===== src/rtl/bbdlf_pkg.sv =====
package bbdlf_pkg;

  typedef logic [1:0] tern_t;

  localparam tern_t TERN_ZERO = 2'b00;
  localparam tern_t TERN_POS  = 2'b01;
  localparam tern_t TERN_NEG  = 2'b11;

  // Signed value of a code; the unused code counts as zero.
  function automatic int tern_val(tern_t c);
    case (c)
      TERN_POS: return 1;
      TERN_NEG: return -1;
      default:  return 0;
    endcase
  endfunction

  function automatic tern_t int_to_tern(int v);
    if (v > 0)      return TERN_POS;
    else if (v < 0) return TERN_NEG;
    else            return TERN_ZERO;
  endfunction

  function automatic tern_t tern_clean(tern_t c);
    return int_to_tern(tern_val(c));
  endfunction

  // Three-level quantizer of the modulator.
  function automatic tern_t dsm_level(int v, int half);
    if (v >= half)      return TERN_POS;
    else if (v < -half) return TERN_NEG;
    else                return TERN_ZERO;
  endfunction

  // Quantization error, clamped to the half-step range.
  function automatic int dsm_error(int v, tern_t y, int fs, int half);
    int e;
    e = tern_val(y) * fs - v;
    if (e > half - 1) e = half - 1;
    if (e < -half)    e = -half;
    return e;
  endfunction

endpackage


===== src/rtl/bbdlf_decimator.sv =====
module bbdlf_decimator
  import bbdlf_pkg::*;
#(
  parameter int GROUP = 4
) (
  input  logic  clk,
  input  logic  rst,
  input  tern_t pd,
  output tern_t vote,
  output logic  vote_vld
);
  localparam int CNT_W = (GROUP > 1) ? $clog2(GROUP) : 1;
  localparam int SUM_W = $clog2(GROUP + 1) + 1;

  logic [CNT_W-1:0]        cnt_q;
  logic signed [SUM_W-1:0] sum_q;
  logic signed [SUM_W-1:0] sum_next;
  logic                    group_last;
  tern_t                   vote_q;
  logic                    vld_q;

  assign group_last = (cnt_q == CNT_W'(GROUP - 1));

  always_comb begin
    sum_next = sum_q + SUM_W'(tern_val(pd));
  end

  always_ff @(posedge clk) begin
    if (rst) begin
      cnt_q  <= '0;
      sum_q  <= '0;
      vote_q <= TERN_ZERO;
      vld_q  <= 1'b0;
    end else begin
      vld_q <= group_last;
      if (group_last) begin
        cnt_q  <= '0;
        sum_q  <= '0;
        vote_q <= int_to_tern(int'(sum_next));
      end else begin
        cnt_q <= cnt_q + CNT_W'(1);
        sum_q <= sum_next;
      end
    end
  end

  assign vote     = vote_q;
  assign vote_vld = vld_q;

  // one vote per group, never two in a row
  assert_vote_spacing_R3: assert property (@(posedge clk) disable iff (rst)
    vote_vld |=> !vote_vld);

  // a vote only follows the last member of a group
  assert_vote_after_last_R3: assert property (@(posedge clk) disable iff (rst)
    group_last |=> vote_vld);

endmodule


===== src/rtl/bbdlf_integrator.sv =====
module bbdlf_integrator
  import bbdlf_pkg::*;
#(
  parameter int ACC_W = 14
) (
  input  logic             clk,
  input  logic             rst,
  input  tern_t            step,
  input  logic             step_vld,
  output logic [ACC_W-1:0] acc,
  output logic             acc_vld
);
  localparam logic [ACC_W-1:0] ACC_MAX = {ACC_W{1'b1}};
  localparam logic [ACC_W-1:0] ACC_MID = {1'b1, {(ACC_W-1){1'b0}}};

  logic [ACC_W-1:0] acc_q;
  logic             vld_q;
  logic             at_max;
  logic             at_min;
  logic             rail_hit;

  assign at_max   = (acc_q == ACC_MAX);
  assign at_min   = (acc_q == '0);
  assign rail_hit = step_vld && ((at_max && step == TERN_POS) ||
                                 (at_min && step == TERN_NEG));

  always_ff @(posedge clk) begin
    if (rst) begin
      acc_q <= ACC_MID;
      vld_q <= 1'b0;
    end else begin
      vld_q <= step_vld;
      if (step_vld && !rail_hit) begin
        case (step)
          TERN_POS: acc_q <= acc_q + ACC_W'(1);
          TERN_NEG: acc_q <= acc_q - ACC_W'(1);
          default:  acc_q <= acc_q;
        endcase
      end
    end
  end

  assign acc     = acc_q;
  assign acc_vld = vld_q;

  // no vote, no change
  assert_quiet_hold_R4: assert property (@(posedge clk) disable iff (rst)
    !step_vld |=> $stable(acc));

  // upper rail holds
  assert_ceiling_hold_R5: assert property (@(posedge clk) disable iff (rst)
    (step_vld && step == TERN_POS && acc == ACC_MAX) |=> acc == ACC_MAX);

  // lower rail holds
  assert_floor_hold_R5: assert property (@(posedge clk) disable iff (rst)
    (step_vld && step == TERN_NEG && acc == '0) |=> acc == '0);

endmodule


===== src/rtl/bbdlf_dsm2.sv =====
module bbdlf_dsm2
  import bbdlf_pkg::*;
#(
  parameter int IN_W = 11
) (
  input  logic            clk,
  input  logic            rst,
  input  logic [IN_W-1:0] code,
  input  logic            code_vld,
  output tern_t           level
);
  localparam int FS   = 1 << (IN_W - 1);
  localparam int HALF = FS / 2;
  localparam int W    = IN_W + 3;

  logic signed [W-1:0] e1_q;
  logic signed [W-1:0] e2_q;
  tern_t               level_q;
  int                  u_i;
  int                  v_i;
  int                  err_i;
  tern_t               y_t;

  always_comb begin
    u_i   = int'(code) - FS;
    v_i   = u_i - 2 * int'(e1_q) + int'(e2_q);
    y_t   = dsm_level(v_i, HALF);
    err_i = dsm_error(v_i, y_t, FS, HALF);
  end

  always_ff @(posedge clk) begin
    if (rst) begin
      e1_q    <= '0;
      e2_q    <= '0;
      level_q <= TERN_ZERO;
    end else if (code_vld) begin
      e1_q    <= W'(err_i);
      e2_q    <= e1_q;
      level_q <= y_t;
    end
  end

  assign level = level_q;

  // output only moves on a modulator step
  assert_level_hold_R6: assert property (@(posedge clk) disable iff (rst)
    !code_vld |=> $stable(level));

  // the older error is the previous newest error after a step
  assert_error_shift_R6: assert property (@(posedge clk) disable iff (rst)
    code_vld |=> e2_q == $past(e1_q));

endmodule


===== src/rtl/bbcdr_loop_filter.sv =====
module bbcdr_loop_filter
  import bbdlf_pkg::*;
#(
  parameter int GROUP = 4,
  parameter int ACC_W = 14,
  parameter int DSM_W = 11
) (
  input  logic       clk,
  input  logic       rst,
  input  logic [1:0] pd_code,
  output logic [1:0] prop_code,
  output logic [1:0] int_code
);
  tern_t            vote;
  logic             vote_vld;
  logic [ACC_W-1:0] acc;
  logic             acc_vld;
  logic [DSM_W-1:0] acc_msb;

  // Proportional path: straight through, only the unused code is cleaned
  assign prop_code = tern_clean(pd_code);

  bbdlf_decimator #(.GROUP(GROUP)) u_decim (
    .clk      (clk),
    .rst      (rst),
    .pd       (pd_code),
    .vote     (vote),
    .vote_vld (vote_vld)
  );

  bbdlf_integrator #(.ACC_W(ACC_W)) u_integ (
    .clk      (clk),
    .rst      (rst),
    .step     (vote),
    .step_vld (vote_vld),
    .acc      (acc),
    .acc_vld  (acc_vld)
  );

  assign acc_msb = acc[ACC_W-1 -: DSM_W];

  bbdlf_dsm2 #(.IN_W(DSM_W)) u_dsm (
    .clk      (clk),
    .rst      (rst),
    .code     (acc_msb),
    .code_vld (acc_vld),
    .level    (int_code)
  );

  // no transition in, no proportional step out
  assert_prop_quiet_R2: assert property (@(posedge clk) disable iff (rst)
    (pd_code == TERN_ZERO) |-> (prop_code == TERN_ZERO));

  // the integral output never carries the unused code
  assert_int_legal_R7: assert property (@(posedge clk) disable iff (rst)
    int_code != 2'b10);

endmodule


===== config.mk =====
export PLATFORM = sky130hd
export DESIGN_NAME = bbcdr_loop_filter
export DESIGN_NICKNAME = d
export VERILOG_FILES = /design/src/rtl/bbdlf_pkg.sv /design/src/rtl/bbdlf_decimator.sv /design/src/rtl/bbdlf_integrator.sv /design/src/rtl/bbdlf_dsm2.sv /design/src/rtl/bbcdr_loop_filter.sv
export SDC_FILE = /design/constraint.sdc
export NUM_CORES = 1
export LEC_CHECK = 0
export CORE_ASPECT_RATIO = 0.9
export CORE_UTILIZATION = 30
export CTS_CLUSTER_DIAMETER = 200
export DETAILED_ROUTE_END_ITERATION = 12
export DONT_BUFFER_PORTS = 1
export GPL_TIMING_DRIVEN = 0
export PLACE_DENSITY_LB_ADDON = 0.3
export SLEW_MARGIN = 20
export SYNTH_ARGS = -nofsm -noshare
export SYNTH_HDL_FRONTEND = slang
export SYNTH_SLANG_ARGS = --single-unit

===== constraint.sdc =====
create_clock -name clk -period 9.1 [get_ports clk]
set_clock_uncertainty 0.1 [all_clocks]
set_input_delay 0.455 -clock clk [delete_from_list [all_inputs] [get_ports clk]]
set_output_delay 0.455 -clock clk [all_outputs]
set_load 0.1 [all_outputs]

After elaboration in Yosys (flattened, before gate mapping)
Cells that the tools add are included.
{"block": "totals", "input_bits": 4, "ff_bits": 54, "elab_cells": 54}
{"block": "classes", "add_sub_neg": 8, "mux": 11, "n_eq_ne": 8, "n_reduce_logical": 10, "magnitude_cmp": 8}
{"operator": "< comparator 32 x 10 -> 1 bit (second input constant)", "count": 2}
{"operator": "case mux 32 bit (2 select lines)", "count": 1}
{"operator": "case mux 22 bit (2 select lines)", "count": 1}
{"operator": "adder 32 x 14 -> 32 bit", "count": 1}
{"operator": "greater-or-equal comparator 32 x 11 -> 1 bit (second input constant)", "count": 1}
{"operator": "greater-than comparator 32 x 1 -> 1 bit (second input constant)", "count": 1}
{"operator": "greater-than comparator 32 x 10 -> 1 bit (second input constant)", "count": 1}
{"operator": "< comparator 32 x 1 -> 1 bit (second input constant)", "count": 1}
{"operator": "two-way mux 32 bit", "count": 1}
{"operator": "subtractor 32 bit", "count": 1}
{"operator": "case mux 14 bit (2 select lines)", "count": 1}
{"operator": "subtractor 12 x 15 -> 16 bit", "count": 1}
{"operator": "adder 14 x 1 -> 14 bit (second input constant)", "count": 1}
{"operator": "equality test 14 bit (second input constant)", "count": 1}
{"operator": "zero test 14 bit", "count": 1}
{"operator": "two-way mux 14 bit", "count": 1}
{"operator": "subtractor 14 x 1 -> 14 bit (second input constant)", "count": 1}
{"operator": "two-way mux 2 bit", "count": 6}
{"operator": "subtractor 11 x 11 -> 12 bit (second input constant)", "count": 1}
{"operator": "equality test 2 bit (second input constant)", "count": 4}
{"operator": "equality test 2 x 1 -> 1 bit (second input constant)", "count": 3}
{"operator": "adder 4 bit", "count": 1}
{"operator": "greater-than comparator 4 x 1 -> 1 bit (second input constant)", "count": 1}
{"operator": "logical AND 1 bit", "count": 4}
{"operator": "other kinds (7)", "count": 7}

Depth between registers and ports, before layout
{"block": "depth", "ltp_word": 13, "mapped_depth": 39, "ltp_nobuf": 38}

By module
Synthesis repeated with hierarchy kept, for this count alone.
{"block": "hier_totals", "hier_cells": 580, "area_unflattened_um2": 4752.1}
{"mod": "bbdlf_dsm2", "seq_area_each_um2": 600.6, "area_per_inst_um2": 3278.1, "cells_per_inst": 416, "n_inst": 1}
{"mod": "bbdlf_integrator", "seq_area_each_um2": 300.3, "area_per_inst_um2": 1091.0, "cells_per_inst": 126, "n_inst": 1}
{"mod": "bbdlf_decimator", "seq_area_each_um2": 180.2, "area_per_inst_um2": 372.9, "cells_per_inst": 36, "n_inst": 1}
{"mod": "bbcdr_loop_filter", "seq_area_each_um2": 0.0, "area_per_inst_um2": 10.0, "cells_per_inst": 2, "n_inst": 1}

Worst setup path after synthesis
No wires, ideal clock.
{"block": "synth_timing", "kind": "reg-to-reg", "from": "register u_integ.acc_q[4] (netlist: u_integ.acc[4])", "to": "register u_dsm.e1_q[0]", "stages_incl_launch_ff": 38, "setup_slack_ps": 630, "setup_time_ps": 87, "path_buffers": 0, "t_required_ps": 8913, "arrival_time_ps": 8283, "cell_sequence": "dfxtp_1 inv_1 ha_1 fa_1 nor2b_1 o21ai_0 a21boi_0 o21ai_0 a21boi_0 o21ai_0 a21boi_0 o21ai_0 a21boi_0 o21ai_0 a21boi_0 nor2_1 ha_1 nand3_1 [... 2 more ...] a21oi_1 fa_1 nor3_1 a41o_2 inv_1 ha_1 o2111a_1 a21oi_1 o21ai_1 or3_1 a221oi_1 a21boi_1 xnor3_1 or4_1 or4_1 nor2_2 nand3_4 a221oi_2"}
{"block": "synth_via", "elab_chain_len": 13, "word_cells_on_any_way": 15}
{"item": "start: declaration", "line": "bbdlf_integrator.sv:16", "source": "logic [ACC_W-1:0] acc_q;"}
{"item": "start signal: assignment", "line": "bbdlf_integrator.sv:35", "source": "TERN_POS: acc_q <= acc_q + ACC_W'(1);"}
{"item": "start signal: assignment", "line": "bbdlf_integrator.sv:36", "source": "TERN_NEG: acc_q <= acc_q - ACC_W'(1);"}
{"item": "start signal: assignment", "line": "bbdlf_integrator.sv:37", "source": "default: acc_q <= acc_q;"}
{"item": "subtractor 11 x 11 -> 12 bit (*)", "line": "bbdlf_dsm2.sv:25", "source": "u_i = int'(code) - FS;"}
{"item": "subtractor 12 x 15 -> 16 bit (*)", "line": "bbdlf_dsm2.sv:26", "source": "v_i = u_i - 2 * int'(e1_q) + int'(e2_q);"}
{"item": "adder 32 x 14 -> 32 bit (*)", "line": "bbdlf_dsm2.sv:26"}
{"item": "< comparator 32 x 10 -> 1 bit", "line": "bbdlf_pkg.sv:31", "source": "else if (v < -half) return TERN_NEG;"}
{"item": "two-way mux 2 bit", "line": "bbdlf_pkg.sv:31"}
{"item": "two-way mux 2 bit (*)", "line": "bbdlf_pkg.sv:30", "source": "if (v >= half) return TERN_POS;"}
{"item": "net u_dsm.y_t[1]", "line": "bbdlf_dsm2.sv:22", "source": "tern_t y_t;"}
{"item": "equality test 2 bit or equality test 2 x 1 -> 1 bit (tied branches)", "line": "bbdlf_pkg.sv:11", "source": "case (c)"}
{"item": "case mux 22 bit (2 select lines) (*)", "line": "bbdlf_pkg.sv:11"}
{"item": "subtractor 32 bit (*)", "line": "bbdlf_pkg.sv:38", "source": "e = tern_val(y) * fs - v;"}
{"item": "greater-than comparator 32 x 10 -> 1 bit", "line": "bbdlf_pkg.sv:39", "source": "if (e > half - 1) e = half - 1;"}
{"item": "two-way mux 32 bit (*)", "line": "bbdlf_pkg.sv:39"}
{"item": "< comparator 32 x 10 -> 1 bit", "line": "bbdlf_pkg.sv:40", "source": "if (e < -half) e = -half;"}
{"item": "two-way mux 14 bit (*)", "line": "bbdlf_pkg.sv:40"}
{"item": "end signal: assignment", "line": "bbdlf_dsm2.sv:37", "source": "e1_q <= W'(err_i);"}
{"item": "end: declaration", "line": "bbdlf_dsm2.sv:16", "source": "logic signed [W-1:0] e1_q;"}
The timed path passes the listed nets; every way through them passes the cells marked *.
A chain may end at the register's enable or synchronous reset.

Final worst setup path
{"block": "layout_timing", "from": "register u_integ.acc_q[4] (netlist: u_integ.acc[4])", "to": "register u_dsm.e1_q[6]"}
Same word-level chain as after synthesis.

==> flow_summary.yaml <==
outcome:
  outcome: "completed"
clock_network:
  clockBufferDepth: 2
  hold_buffers: 0
  cts.sinks: 54
  insertion_delay_ns: 0.30
  clockRootBuffer: "clkbuf_16"
  path_clk_slew_ns: 0.08
  cts_tree: "yes"
  cts-buffers-inserted: 5
  cts-htree-levels: 2
placement:
  io_buffers: 0
  dpl-instance-area_sq_um: 6820
  dp_hpwl_mm: 13.0
  gp_congestion: 0.846
  dp.cells: 1114
floorplanning:
  ioPinCount: 8
  die_x_microns: 157
  dieArea_sq_um: 22100
  fp.dieH_microns: 141
  coreArea_sq_um: 21000
  initial_core_util: 0.308
  rows: 50
power_and_ir_drop:
  p_int_w: 0.000834
  power_density_nw_per_um2: 217
  power_w: 0.00157
  power.switching_w: 0.000735
  leakage_nw: 2.92
  combPwrFrac: 0.698
  clkPwrFrac: 0.145
  switching_share: 0.469
  seqPwrFrac: 0.157
  peakVddDrop_mv: 0.0781
finish:
  layout_common_cells: "nor2_1, ha_1, inv_1, nand2_1, a21oi_1"
  final_common_cell: "nor2_1"
  final_layout_size_suffix_gt1_frac: 0.120
  nets: 928
  final_area_sq_um: 7230
  antennaDiodeCount: 0
  final_cells: 1136
  syn2layout_area_growth_pct: 11.9
timing:
  slew_viol_final: 0
  period_needed_ns: 8.65
  fin_crit_sh: 0.950
  hold_viol: 0
  holdWs_ns: 0.302
  slew_headroom: 0.238
  fmax_mhz: 116
  worst_slew_pin_slew_ns: 1.15
  setup_viol: 0
flow_run:
  cap_violations: 0
synthesis:
  synth_cells: 828
  ys_warn_count: 0
  synth-edff-count: 0
  async_flop_share: 0
  syn_area_per_cell_sq_um: 7.81
  ys_ff_latch: 54
  synth_nets: 907
  synth_cell_types: 96
  yosysSeqAreaShare: 0.167
  yosys_most_used_dff: "dfxtp_1"
  synth_area_sq_um: 6460
detailed_routing:
  ant_nets: 0
  vias: 6027
  drc: 0
  firstDrtPassIters: 5
  drt-total-wl_mm: 17.1
  wire_per_inst_microns: 15.1
  routed_via_density: 5.31
  drt_iter0_markers: 432
global_route:
  grt_overflow: 0
  grt_max_degree: 19
  grtUsageTotal: 0.155
  antenna_found_initial: 0
  grt_first_pass_wirelength_mm: 28.1
  grt_pass1_vias: 5599
setup_path:
  cp.required_ns: 9.22
  arrival_ns: 8.76
  end_kind: "flip-flop"
  crit_path_top_delay_cell: "or4_1"
  worstPathMaxFanout: 8
  start_kind: "flip-flop"
  crit_type: "reg2reg"
  critPathMaxStageDelay_ns: 0.47
hold_path:
  hold_path_class: "in2reg"
power by group through the flow:
stage / sequential (W) / combinational (W) / clock, W
after floorplan: 0.000250 / 0.000754 / 0
after global placement: 0.000251 / 0.000956 / 0
after detailed placement: 0.000251 / 0.000952 / 0
after CTS: 0.000246 / 0.00103 / 0.000234
after global routing: 0.000247 / 0.00119 / 0.000240
final: 0.000246 / 0.00110 / 0.000227
synthesized netlist by cell type, types with 6 or more instances:
cell | count | area [sq um]
inv_1 | 67 | 251
a21oi_1 | 58 | 290
nor2_1 | 91 | 342
dfxtp_1 | 54 | 1080
ha_1 | 70 | 876
nor3b_1 | 6 | 45.0
xor2_1 | 16 | 140
a211oi_1 | 9 | 67.6
nand4_1 | 13 | 81.3
nor2b_1 | 13 | 81.3
o211ai_1 | 8 | 60.1
nand2b_1 | 11 | 68.8
a21boi_0 | 20 | 150
a31oi_1 | 6 | 37.5
a221oi_2 | 10 | 150
o21ai_0 | 43 | 215
xnor2_1 | 19 | 166
nand2_1 | 54 | 203
clkbuf_8 | 6 | 82.6
nand3_1 | 18 | 90.1
and3_1 | 7 | 43.8
a21o_1 | 19 | 143
clkbuf_1 | 12 | 45.0
mux2i_1 | 25 | 250
nor3_1 | 28 | 140
layout make-up:
class	instances	area, sq um
fill	2241	13700
multi-input combinational	676	5010
timing repair inverter	1	5.00
clock inverter	3	48.8
buffer	31	235
timing repair buffer	12	103
inverter	68	259
sequential	54	1080
tap	286	358
clock buffer	5	125
cells by family (layout without fill, tap and decap cells):
| group | Yosys count | count (layout) | synth area share |
|---|---|---|---|
| buffers and inverters | 99 | 120 | 0.0759 |
| DFF | 54 | 54 | 0.167 |
| and+or+nand+nor | 287 | 288 | 0.228 |
| adders and majority gates | 75 | 75 | 0.151 |
| xor gates and xnor gates | 37 | 37 | 0.0534 |
| AOI/OAI and AO/OA | 249 | 249 | 0.283 |
| muxes | 27 | 27 | 0.0422 |
what timing repair did:
item	4_1_cts	5_1_grt
resized for setup	15	26
pin swaps	4	11
setup buffers	6	6
gates cloned	1	1
setup endpoints to repair	14	14
worst max-delay path: cells and delay by family (launching register included):
kind	cells	cell delay, ns
and+or+nand+nor	9	2.35
adders and majority gates	4	1.36
AOI/OAI and AO/OA	20	3.78
buffers and inverters	3	0.33
DFF	1	0.38
xor gates and xnor gates	1	0.25
sequential cells by signal, summed over array words and instances (netlist names):
register	cells
u_dsm.level	2
u_integ.acc	14
u_decim.cnt_q	2
u_dsm.e1_q	14
u_decim.sum_q	4
u_decim.vote	2
u_dsm.e2_q	14
u_integ.acc_vld	1
u_decim.vote_vld	1
routing by layer:
metal	global-route usage	wire, microns	up-vias
met3	0.0116	490	14
met2	0.240	7310	100
met4	0.0279	141	0
met5	0	0	-
met1	0.235	9170	2827
li1	-	-	3086
per-stage QoR:
stage	worst slack, ns	util	setup TNS [ns]
6_report	0.454	0.345	0
5_1_grt	-0.0366	0.345	-0.212
4_1_cts	0.0346	0.339	0
3_5_place_dp	-1.13	0.325	-13.01
3_3_place_gp	-1.16	0.325	-13.47
2_1_floorplan	0.630	-	0
worst paths after layout:
check,startpoint,end,slack (ns),cells past startpoint
worst min register to register,u_decim.cnt_q[0],u_decim.cnt_q[0],0.33,1
worst max register to register,u_integ.acc[4],u_dsm.e1_q[6],0.45,37
worst min-delay path,rst,u_integ.acc[13],0.30,2
worst max-delay path,u_integ.acc[4],u_dsm.e1_q[6],0.45,37
No activity file was read; power rests on OpenSTA's default activity.
